### config.mk
export PLATFORM = sky130hd
export DESIGN_NAME = gap_timer
export DESIGN_NICKNAME = d
export VERILOG_FILES = /design/src/rtl/gap_timer_pkg.sv /design/src/rtl/gap_timer_dp.sv /design/src/rtl/gap_timer_ctrl.sv /design/src/rtl/gap_timer.sv
export SDC_FILE = /design/constraint.sdc
export NUM_CORES = 1
export LEC_CHECK = 0
export BUFFER_PORTS_ARGS = -buffer_cell sky130_fd_sc_hd__buf_2
export CORE_ASPECT_RATIO = 0.7
export CORE_UTILIZATION = 40
export DETAILED_ROUTE_END_ITERATION = 10
export SLEW_MARGIN = 20
export SYNTH_ARGS = -nofsm -noshare
export SYNTH_HDL_FRONTEND = slang
export SYNTH_SLANG_ARGS = --single-unit
### constraint.sdc
create_clock -name clk -period 2.4 [get_ports clk]
set_input_delay 0.12 -clock clk [delete_from_list [all_inputs] [get_ports clk]]
set_output_delay 0.12 -clock clk [all_outputs]
set_load 0.1 [all_outputs]
### src/rtl/gap_timer_pkg.sv
package gap_timer_pkg;
  // strobes from the control FSM to the counting datapath
  typedef struct packed {
    logic clearAll;  // drop both counters
    logic loadGap;   // load interval, restart prescaler
    logic countEn;   // advance prescaler/interval counters
  } gapStrobe_t;
endpackage

### src/rtl/gap_timer_dp.sv
module gap_timer_dp
  import gap_timer_pkg::*;
#(
  parameter int GAP_W = 16,
  parameter int SEL_W = 2
) (
  input  logic             clk,
  input  logic             rstN,
  input  gapStrobe_t       stb,
  input  logic [GAP_W-1:0] gapValue,
  input  logic [SEL_W-1:0] tickSel,
  output logic             gapZero,
  output logic             tickLast
);
  localparam int LEVELS = 1 << SEL_W;
  localparam int PRE_W  = (2 * (LEVELS - 1) > 0) ? 2 * (LEVELS - 1) : 1;

  logic [PRE_W-1:0] termVal [LEVELS];
  logic [PRE_W-1:0] preCnt;
  logic [GAP_W-1:0] gapCnt;
  logic             preLast;

  // divide ladder: each step is four times slower than the previous
  for (genvar i = 0; i < LEVELS; i++) begin : g_ladder
    assign termVal[i] = PRE_W'((64'd1 << (2 * i)) - 64'd1);
  end

  assign preLast  = (preCnt == termVal[tickSel]);
  assign gapZero  = (gapValue == '0);
  assign tickLast = stb.countEn && preLast && (gapCnt == GAP_W'(1));

  always_ff @(posedge clk or negedge rstN) begin
    if (!rstN) begin
      preCnt <= '0;
      gapCnt <= '0;
    end else if (stb.clearAll) begin
      preCnt <= '0;
      gapCnt <= '0;
    end else if (stb.loadGap) begin
      preCnt <= '0;
      gapCnt <= gapValue;
    end else if (stb.countEn) begin
      if (preLast) begin
        preCnt <= '0;
        gapCnt <= gapCnt - GAP_W'(1);
      end else begin
        preCnt <= preCnt + PRE_W'(1);
      end
    end
  end
endmodule

### src/rtl/gap_timer_ctrl.sv
module gap_timer_ctrl
  import gap_timer_pkg::*;
(
  input  logic       clk,
  input  logic       rstN,
  input  logic       chanActive,
  input  logic       blockDone,
  input  logic       gapZero,
  input  logic       tickLast,
  output gapStrobe_t stb,
  output logic       startOk
);
  logic readyQ;

  always_comb begin
    stb.clearAll = !chanActive || (blockDone && gapZero);
    stb.loadGap  = chanActive && blockDone && !gapZero;
    stb.countEn  = chanActive && !readyQ && !blockDone;
  end

  always_ff @(posedge clk or negedge rstN) begin
    if (!rstN)             readyQ <= 1'b1;
    else if (!chanActive)  readyQ <= 1'b1;
    else if (blockDone)    readyQ <= gapZero;
    else if (tickLast)     readyQ <= 1'b1;
  end

  assign startOk = chanActive && readyQ;
endmodule

### src/rtl/gap_timer.sv
module gap_timer
  import gap_timer_pkg::*;
#(
  parameter int GAP_W = 16,
  parameter int SEL_W = 2
) (
  input  logic             clk,
  input  logic             rstN,
  input  logic             chanActive,
  input  logic             blockDone,
  input  logic [GAP_W-1:0] gapValue,
  input  logic [SEL_W-1:0] tickSel,
  output logic             startOk
);
  gapStrobe_t stb;
  logic       gapZero;
  logic       tickLast;

  gap_timer_ctrl u_ctrl (
    .clk(clk), .rstN(rstN), .chanActive(chanActive), .blockDone(blockDone),
    .gapZero(gapZero), .tickLast(tickLast), .stb(stb), .startOk(startOk)
  );

  gap_timer_dp #(.GAP_W(GAP_W), .SEL_W(SEL_W)) u_dp (
    .clk(clk), .rstN(rstN), .stb(stb), .gapValue(gapValue),
    .tickSel(tickSel), .gapZero(gapZero), .tickLast(tickLast)
  );
endmodule

# Yosys cells after proc, flatten, opt, wreduce, memory -nomap -nowiden
# Cells that the tools add are included.
# Widths: inputs -> output; s select.
[classes]
addsub = 2
n_lt_le_gt_ge = 1
eq_ne = 3
muxes = 14
bitwise = 1
reduce_logical = 17
[op_table]
columns = ["operator", "count"]
rows = [
  ["$mux 16", 4],
  ["$mux 6", 6],
  ["$eq 16x1->1 const B", 1],
  ["$logic_not 16->1", 1],
  ["$sub 16x1->16 const B", 1],
  ["$bmux 6 s2", 1],
  ["$logic_and 1x1->1", 8],
  ["$add 6x1->6 const B", 1],
  ["$eq 6x6->1", 1],
  ["$reduce_bool 3->1", 2],
  ["$logic_not 1->1", 4],
  ["$ge 3x3->1 const B", 1],
  ["$mux 1", 3],
  ["$ne 3x1->1 const B", 1],
  ["$not 2->3", 1],
  ["$reduce_and 2->1", 1],
  ["$logic_or 1x1->1", 1],
]
[totals]
reg_bits = 23
in_bits = 22
output_inout_bits = 1
elab_cells = 41

# Depth between registers and ports, before layout
# Gate-level depths: netlist (run 1).
[depth]
depth_word = 10
ltp_mapped = 7
depth_no_buf = 6

# Cells and area by module
# Synthesis (run 1) repeated with hierarchy kept, for this count alone.
[hier_totals]
cells_unflattened = 181
area_unflattened_um2 = 1579.0
[by_module_without_submodules]
columns = ["mod", "instances", "cells_per_inst", "area_per_inst_um2", "seq_area_each_um2"]
rows = [
  ["gap_timer_dp", 1, 171, 1507.7, 550.5],
  ["gap_timer_ctrl", 1, 10, 71.3, 26.3],
]

# Worst setup path before layout (run 1)
# OpenSTA, ideal clock, no wires.
[synth_timing]
path_type = "reg-to-reg"
start = "register u_dp.gapCnt[11]"
end = "register u_ctrl.readyQ"
setup_time_ps = 77
arrival_ps = 1966
required_time_ps = 2323
setup_slack_ps = 357
stages_incl_launch_ff = 5
n_path_buf = 0
synth_period_minus_slack_ps = 2043
cell_sequence = "dfrtp_1 -> or4_4 -> or4_4 -> or4_1 -> a31oi_1"
[synth_via]
elab_chain_cells = 3
[synth_lines]
columns = ["element", "line_no", "rtl"]
rows = [
  ["start: declaration", "gap_timer_dp.sv:20", "logic [GAP_W-1:0] gapCnt;"],
  ["start signal: assignment", "gap_timer_dp.sv:41", "gapCnt <= gapValue;"],
  ["start signal: assignment", "gap_timer_dp.sv:45", "gapCnt <= gapCnt - GAP_W'(1);"],
  ["$eq 16x1->1", "gap_timer_dp.sv:30", "assign tickLast = stb.countEn && preLast && (gapCnt == GAP_W'(1));"],
  ["$logic_and 1x1->1", "gap_timer_dp.sv:30", ""],
  ["$ne 3x1->1 (no line)", "-", ""],
  ["end signal: assignment", "gap_timer_ctrl.sv:24", "else if (blockDone) readyQ <= gapZero;"],
  ["end: declaration", "gap_timer_ctrl.sv:13", "logic readyQ;"],
]
# Every way passes these cells.
# A chain may end at the register's enable or synchronous reset.

# Worst setup path after layout (run 1)
[layout_timing]
start = "register u_dp.gapCnt[9]"
end = "register u_ctrl.readyQ"
# Same word-level chain as after synthesis.

==> results.json, run 1 <==
{
  "wl_met2_um": 1740,
  "path_clk_slew_ns": 0.09,
  "ys_seq_area_share_pct": 38.5,
  "cts_tree": "done",
  "ys_types": 43,
  "syn2layout_area_growth_pct": 16.9,
  "root_buffer": "clkbuf_8",
  "worst_slew_pin_slew_ns": 0.893,
  "ant_nets": 0,
  "nets": 231,
  "wl_um": 4210,
  "die_y_um": 53.2,
  "syn_nets": 204,
  "dp_hpwl_um": 3100,
  "fin_setup_tns_ns": 0,
  "die_area_sq_um": 3990,
  "outcome": "finished clean",
  "max_freq_mhz": 464,
  "synth_area_leader_cell": "dfrtp_1",
  "power_leakage_uw": 0.000725,
  "fp-row-count": 18,
  "port_buffers": 22,
  "ioPinCount": 23,
  "combinationalPowerShare_pct": 36.6,
  "cpMostUsedCell": "or4_4",
  "top_layer": "met4",
  "firstDrtPassIters": 5,
  "core-area_sq_um": 3560,
  "drt_iter0_drc": 166,
  "drc_errors": 0,
  "wl_met1_um": 2130,
  "clock_sinks": 23,
  "synth.most_common_cell": "o21ai_0",
  "start_kind": "flip-flop",
  "synth_cells": 179,
  "synth.area.top_cells": "dfrtp_1, o21ai_0, a21oi_1, nand2_1, nor3_1",
  "min_period_ns": 2.16,
  "cp.required_ns": 2.60,
  "initial_utilization_pct": 42.1,
  "postLayoutCoreUtil_pct": 49.2,
  "yosys-top-cells-count": "o21ai_0, dfrtp_1, a21oi_1, nand2_1, nor3_1",
  "ys_warn_count": 0,
  "grt_pass1_vias": 1384,
  "grt_max_degree": 24,
  "p_clk_share_pct": 21.2,
  "synthFlopType": "dfrtp_1",
  "grtUsageTotal_pct": 23.7,
  "internal_power_uw": 734,
  "cts_made_buffers": 3,
  "rsz0062_at_grt": "false",
  "synth_edf_count": 0,
  "fin_skew_ns": 0.00494,
  "diodes": 0,
  "min_period_over_period_pct": 89.9,
  "ys_ff_latch": 23,
  "crit_fanout": 6,
  "clock_latency_ns": 0.27,
  "crit_arrival_ns": 2.36,
  "die_w_um": 75.1,
  "crit_slowest_cell": "or4_4",
  "cp_cell_sequence": "or4_4, or4_4, or4_1, a31oi_1",
  "p_switching_uw": 439,
  "drive_gt1_share_pct": 21.0,
  "grt_overflow": 0,
  "drt-vias-per-instance": 6.00,
  "htreeDepth": 1,
  "place_congestion": 0.877,
  "swShare_pct": 37.4,
  "worst_path_largest_cell_delay_ns": 0.54,
  "finalSetupViolCount": 0,
  "vias": 1531,
  "syn_avg_cell_area_sq_um": 8.36,
  "met3WireLength_um": 311,
  "pwr-share-seq_pct": 42.2,
  "relSlewSlack_pct": 39.9,
  "grt_pass1_wl_um": 6800,
  "vdd_drop_max_mv": 0.243,
  "antenna_found_initial": 0,
  "async_flop_share_pct": 100,
  "maxCapViolations": 0,
  "min_path_type": "in2reg",
  "hold_viol_final": 0,
  "crit_path_end_kind": "flip-flop",
  "drv_slew": 0,
  "yosysTopAreaCellShare_pct": 36.8,
  "cts_buffer_depth": 2,
  "wl_per_cell_um": 16.5,
  "path_class": "reg2reg",
  "power_uw": 1170,
  "num-fill-cells": 373,
  "p_per_area_nw_per_um2": 671,
  "synth_area_sq_um": 1500
}
[layer usage]
| metal | vias to the layer above | global-route usage (%) |
|---|---|---|
| met4 | 0 | 8.49 |
| met5 | - | 0 |
| li1 | 728 | - |
| met2 | 65 | 33.8 |
| met3 | 5 | 4.38 |
| met1 | 733 | 35.0 |
[cell usage in the layout, fill, tap and decap left out, types with 4 or more instances in the layout]
| master | Yosys | final |
|---|---|---|
| buf_2 | 1 | 22 |
| nor2_1 | 9 | 9 |
| nand2_1 | 14 | 14 |
| a21oi_1 | 20 | 20 |
| nor3_1 | 10 | 10 |
| nand3_1 | 6 | 6 |
| a31oi_1 | 4 | 4 |
| dfrtp_1 | 22 | 22 |
| buf_4 | 0 | 8 |
| o21ai_0 | 23 | 23 |
| o21a_1 | 4 | 4 |
| nor4_1 | 8 | 8 |
[critical path, delay by kind of cell, from the launching register on]
kind	cells	cell delay [ns]
AO/OA/AOI/OAI	1	0.17
flip-flops	1	0.43
AND/OR/NAND/NOR	3	1.50
[final cells by class]
class	count	area [sq um]	share of cell area, %
repair buffers	31	180	10.3
clock inverters	1	5.00	0.286
well taps	50	62.6	3.58
clock buffers	3	41.3	2.36
multi-input cells	145	876	50.1
inverters	2	7.51	0.429
flip-flops and latches	23	577	33.0
[worst paths after layout]
check	slack, ns	startpoint	depth (start not counted)	to
hold reg to reg	0.51	u_dp.gapCnt[14]	1	u_dp.gapCnt[14]
setup reg to reg	0.24	u_dp.gapCnt[9]	4	u_ctrl.readyQ
min in group asynchronous	0.37	rstN	2	u_dp.gapCnt[7]
max in group asynchronous	1.67	rstN	2	u_ctrl.readyQ
setup / recovery	0.24	u_dp.gapCnt[9]	4	u_ctrl.readyQ
hold / removal	0.14	gapValue[14]	3	u_dp.gapCnt[14]
[state kept, by name, summed over array words and instances, names as in the netlist]
signal,flops
u_dp.preCnt,6
u_ctrl.readyQ,1
u_dp.gapCnt,16
[power by group through the flow]
stage | sequential, uW | combinational [uW] | clock [uW]
2_1_floorplan | 484 | 291 | 0
3_3_place_gp | 499 | 407 | 0
3_5_place_dp | 501 | 423 | 0
4_1_cts | 493 | 426 | 257
5_1_grt | 503 | 483 | 278
6_report | 495 | 430 | 249
[metrics by stage]
stage	cell area [sq um]	setup slack, ns	hold slack, ns	instances
2_1_floorplan	1500	0.357	-0.176	179
3_3_place_gp	1690	0.296	0.143	250
3_5_place_dp	1690	0.274	0.144	250
4_1_cts	1750	0.262	0.140	255
5_1_grt	1750	0.0261	0.172	255
6_report	1750	0.243	0.141	255
[what timing repair did]
item                                   4_1_cts  5_1_grt
setup buffers                                0        0
hold buffers                                 1        0
resized for setup                            0        0
endpoints found under the hold margin       22        0
[kinds of logic (layout without fill, tap and decap cells)]
logic type | after synthesis | in the layout | share of synthesized area (%)
compound gates | 66 | 66 | 26.5
xor+xnor | 2 | 2 | 1.17
fa+ha+maj | 3 | 3 | 2.51
buf+inv | 11 | 37 | 3.43
flops | 23 | 23 | 38.5
simple gates | 74 | 74 | 27.8
Power figures use the tool's default switching activity.
==> inputs of run 2 (changes only) <==
- CAP_MARGIN: default -> 15
- CTS_BUF_LIST: default -> sky130_fd_sc_hd__clkbuf_4
==> run 2 against run 1 <==
Effect of this change: worst setup slack got worse by 0.0035 ns; core utilization fell by 0.53 points; clock power fell by 24%; global-route usage fell by 0.49 points; register-to-register slack barely moved; routed wire length fell by 0.59%; fmax fell by 0.16%; critical path type unchanged; critical endpoint unchanged; largest power group unchanged.
==> results.json, run 2 (synthesized netlist as in run 1, its figures left out) <==
{
  "outcome": "finished clean",
  "grt_overflow": 0,
  "dp_hpwl_um": 3100,
  "grt_pass1_wl_um": 6760,
  "min_period_over_period_pct": 90.0,
  "min_period_ns": 2.16,
  "hold_viol_final": 0,
  "worst_path_largest_cell_delay_ns": 0.54,
  "port_buffers": 22,
  "cts_buffer_depth": 2,
  "reg.largest.list": "u_dp.gapCnt x16, u_dp.preCnt x6, u_ctrl.readyQ x1",
  "crit_path_end_kind": "flip-flop",
  "crit_fanout": 6,
  "cpMostUsedCell": "or4_4",
  "cp.required_ns": 2.66,
  "min_path_type": "in2reg",
  "relSlewSlack_pct": 41.2,
  "worst_slew_pin_slew_ns": 0.874,
  "finalSetupViolCount": 0,
  "root_buffer": "clkbuf_4",
  "cts_tree": "done",
  "start_kind": "flip-flop",
  "die_area_sq_um": 3990,
  "grtUsageTotal_pct": 23.2,
  "drt_iter0_drc": 142,
  "max_freq_mhz": 463,
  "vias": 1514,
  "htreeDepth": 1,
  "antenna_found_initial": 0,
  "layout_commonest_cell": "o21ai_0",
  "place_congestion": 0.877,
  "firstDrtPassIters": 4,
  "largest-register": "u_dp.gapCnt",
  "p_per_area_nw_per_um2": 646,
  "initial_utilization_pct": 42.1,
  "vdd_drop_max_mv": 0.277,
  "power_leakage_uw": 0.000717,
  "path_clk_slew_ns": 0.14,
  "drive_gt1_share_pct": 21.0,
  "crit_slowest_cell": "or4_4",
  "p_switching_uw": 438,
  "rsz0062_at_grt": "false",
  "die_w_um": 75.1,
  "drt-vias-per-instance": 5.94,
  "maxCapViolations": 0,
  "clock_latency_ns": 0.32,
  "swShare_pct": 39.1,
  "cts_setup_buffers": 0,
  "crit_arrival_ns": 2.42,
  "core-area_sq_um": 3560,
  "nets": 231,
  "cts_made_buffers": 3,
  "clock_sinks": 23,
  "num-fill-cells": 370,
  "grt_pass1_vias": 1377,
  "largest_reg_flops": 16,
  "mostFrequentLayoutCells": "o21ai_0, buf_2, dfrtp_1",
  "cp_cell_sequence": "or4_4, or4_4, or4_1, a31oi_1",
  "grt_max_degree": 24,
  "p_clk_share_pct": 17.0,
  "wl_um": 4180,
  "path_class": "reg2reg",
  "drc_errors": 0,
  "pwr-share-seq_pct": 44.3,
  "whs_ns": 0.0870,
  "wl_per_cell_um": 16.4,
  "drv_slew": 0,
  "combinationalPowerShare_pct": 38.6,
  "diodes": 0,
  "syn2layout_area_growth_pct": 15.6,
  "internal_power_uw": 680,
  "fin_setup_tns_ns": 0,
  "ant_nets": 0,
  "fin_skew_ns": 0.00649,
  "die_y_um": 53.2,
  "ioPinCount": 23,
  "fp-row-count": 18
}
[run 2: cell types whose count changed in the layout (fill, tap and decap cells not counted)]
cell and delta:
clkbuf_4 +3, clkbuf_8 -3
[run 2: final cells by class]
| cell class | instances | area, sq um | area share (%) |
|---|---|---|---|
| multi-input cells | 145 | 876 | 50.6 |
| flip-flops and latches | 23 | 577 | 33.3 |
| repair buffers | 31 | 180 | 10.4 |
| well taps | 50 | 62.6 | 3.62 |
| clock buffers | 3 | 22.5 | 1.30 |
| inverters | 2 | 7.51 | 0.434 |
| clock inverters | 1 | 5.00 | 0.289 |
[run 2: path summary, 6_finish.rpt]
kind	endpoint	from	slack, ns	depth (start not counted)
worst max register to register	u_ctrl.readyQ	u_dp.gapCnt[9]	0.24	4
max in group asynchronous	u_ctrl.readyQ	rstN	1.74	2
worst min-delay path	u_dp.gapCnt[14]	gapValue[14]	0.09	3
worst max-delay path	u_ctrl.readyQ	u_dp.gapCnt[9]	0.24	4
min in group asynchronous	u_dp.gapCnt[7]	rstN	0.30	2
worst min register to register	u_dp.gapCnt[14]	u_dp.gapCnt[14]	0.53	1
[run 2: per-layer routing]
layer / up-vias / GRT usage (%) / routed length, um
li1: 730 / - / -
met1: 729 / 35.2 / 2180
met2: 53 / 33.6 / 1750
met3: 2 / 4.38 / 242
met4: 0 / 4.72 / 7
met5: - / 0 / 0
[run 2: power by group through the flow]
stage / Clock [uW] / Sequential [uW] / Combinational (uW)
after floorplan: 0 / 484 / 291
after global placement: 0 / 499 / 407
after detailed placement: 0 / 501 / 423
after CTS: 194 / 493 / 426
after global routing: 219 / 503 / 482
final: 190 / 496 / 432
[run 2: metrics by stage]
stage               total power (uW)  worst slack (ns)  utilization (%)  cell area, sq um  instances
floorplan                        774             0.357                -              1500        179
global placement                 905             0.296             47.6              1690        250
detailed placement               924             0.274             47.6              1690        250
CTS                             1110             0.257             48.6              1730        255
global route                    1200            0.0135             48.6              1730        255
finish                          1120             0.239             48.6              1730        255
[run 2: repair_timing]
item,CTS,global route
hold buffers,1,0
gates resized for setup,0,0
endpoints found under the hold margin,22,0
[run 2: worst max-delay path: cells and delay by family (launching register included)]
| kind | cells | cell delay (ns) |
|---|---|---|
| compound gates | 1 | 0.17 |
| flops | 1 | 0.45 |
| simple gates | 3 | 1.49 |
==> inputs of run 3 (changes only) <==
==> constraint.sdc (replaced) <==
create_clock -name clk -period 2.4 [get_ports clk]
set_input_delay 0.48 -clock clk [delete_from_list [all_inputs] [get_ports clk]]
set_output_delay 0.48 -clock clk [all_outputs]
set_load 0.1 [all_outputs]
==> run 3 against run 2 <==
Effect of this change: largest cell class unchanged; core utilization shrank 0.28 points; hold slack gained 0.032 ns; cell count shrank 0.39%; total power decreased by 1.2%.
==> results.json, run 3 (synthesized netlist as in run 1, its figures left out) <==
{
  "outcome": "finished clean",
  "power_leakage_uw": 0.000714,
  "clock_sinks": 23,
  "reg.largest.list": "u_dp.gapCnt x16, u_dp.preCnt x6, u_ctrl.readyQ x1",
  "wl_um": 4020,
  "firstDrtPassIters": 4,
  "critPathLaunch": "u_dp.gapCnt[11]",
  "ioPinCount": 23,
  "path_class": "reg2reg",
  "syn2layout_area_growth_pct": 15.0,
  "cts-resized-gates": 0,
  "nets": 230,
  "crit_arrival_ns": 2.45,
  "cpMostUsedCell": "or4_4",
  "drive_gt1_share_pct": 21.1,
  "layout_commonest_cell": "o21ai_0",
  "rsz0062_at_grt": "false",
  "path_buf_inv": 0,
  "mostFrequentLayoutCells": "o21ai_0, buf_2, dfrtp_1",
  "ant_nets": 0,
  "fp-row-count": 18,
  "reg2reg_depth": 4,
  "p_per_area_nw_per_um2": 642,
  "largest_reg_flops": 16,
  "vdd_drop_max_mv": 0.265,
  "initial_utilization_pct": 42.1,
  "crit_end": "u_ctrl.readyQ",
  "die_w_um": 75.1,
  "cp_cell_sequence": "or4_4, or4_4, or4_1, a31oi_1",
  "hold_buffers": 0,
  "drt-vias-per-instance": 5.88,
  "path_clk_slew_ns": 0.13,
  "core-area_sq_um": 3560,
  "largest-register": "u_dp.gapCnt",
  "grt_max_degree": 24,
  "grt_pass1_vias": 1360,
  "port_buffers": 22,
  "grt_overflow": 0,
  "worst_slew_pin_slew_ns": 0.528,
  "multi_input_area_sq_um": 876,
  "clock_latency_ns": 0.32,
  "maxCapViolations": 0,
  "start_kind": "flip-flop",
  "place_congestion": 0.814,
  "cts_made_buffers": 3,
  "cts_buffer_depth": 2,
  "crit_slowest_cell": "or4_4",
  "relSlewSlack_pct": 64.5,
  "r2r_setup_slack_ns": 0.21,
  "reg2reg_from": "u_dp.gapCnt[11]",
  "regArea_sq_um": 577,
  "cts_setup_buffers": 0,
  "grtUsageTotal_pct": 23.1,
  "cts_tree": "done",
  "max_freq_mhz": 456,
  "fin_setup_tns_ns": 0,
  "die_y_um": 53.2,
  "crit_path_end_kind": "flip-flop",
  "min_path_type": "in2async",
  "crit_fanout": 6,
  "fin_skew_ns": 0.00270,
  "num-fill-cells": 373,
  "cp_top_family": "simple AND/OR/NAND/NOR gates",
  "hold_viol_final": 0,
  "diodes": 0,
  "critical_path_cell_count": 4,
  "drt_iter0_drc": 107,
  "min_period_ns": 2.19,
  "min_period_over_period_pct": 91.4,
  "root_buffer": "clkbuf_4",
  "worst_path_largest_cell_delay_ns": 0.60,
  "postLayoutCoreUtil_pct": 48.3,
  "drc_errors": 0,
  "die_area_sq_um": 3990,
  "drv_slew": 0,
  "finalSetupViolCount": 0,
  "cp.required_ns": 2.65,
  "grt_pass1_wl_um": 6720,
  "antenna_found_initial": 0,
  "timing.rr.end": "u_ctrl.readyQ",
  "wl_per_cell_um": 15.8,
  "vias": 1494,
  "htreeDepth": 1,
  "dp_hpwl_um": 2990
}
run 3: cell types whose count changed in the layout (fill, tap and decap cells not counted):
cell / previous run / this run
dlygate4sd3_1: 1 / 0
run 3: worst min-delay path by stage:
stage                    startpoint               to
global placement    u_dp.gapCnt[14]  u_dp.gapCnt[14]
finish                         rstN   u_dp.preCnt[4]
detailed placement             rstN   u_dp.gapCnt[8]
floorplan                      rstN   u_dp.gapCnt[0]
global route                   rstN   u_dp.preCnt[3]
CTS                            rstN   u_dp.preCnt[3]
run 3: worst register-to-register path: cells and delay by family, from the launching register on:
| kind | cells | cell delay (ns) |
|---|---|---|
| flops | 1 | 0.41 |
| simple gates | 3 | 1.53 |
| compound gates | 1 | 0.18 |
run 3: cell type report:
| cell class | count | share of cell area (%) |
|---|---|---|
| sequential | 23 | 33.5 |
| multi-input combinational | 145 | 50.9 |
| clock buffer | 3 | 1.31 |
| inverter | 2 | 0.436 |
| timing repair buffer | 30 | 9.89 |
| clock inverter | 1 | 0.291 |
| tap | 50 | 3.64 |
run 3: through the flow:
step,total power (uW),instances,setup slack (ns),hold slack [ns],instance area (sq um)
2_1_floorplan,774,179,0.357,0.184,1500
3_3_place_gp,893,250,0.266,0.489,1690
3_5_place_dp,917,250,0.220,0.499,1690
4_1_cts,1110,254,0.219,0.129,1720
5_1_grt,1190,254,0.159,0.138,1720
6_report,1100,254,0.207,0.119,1720
run 3: per-layer routing:
layer,up-vias,part of all wire [%],global-route usage [%]
met5,-,0,0
met4,0,0.40,3.14
met3,2,4.9,4.00
met2,34,44,35.0
met1,728,51,34.8
li1,730,-,-
run 3: where the power goes:
| part | internal [uW] | switching [uW] | leakage (uW) |
|---|---|---|---|
| registers | 441 | 55.1 | 0.000307 |
| logic | 169 | 251 | 0.000389 |
| clock network | 62.4 | 127 | 0.0000177 |
| total | 672 | 433 | 0.000714 |
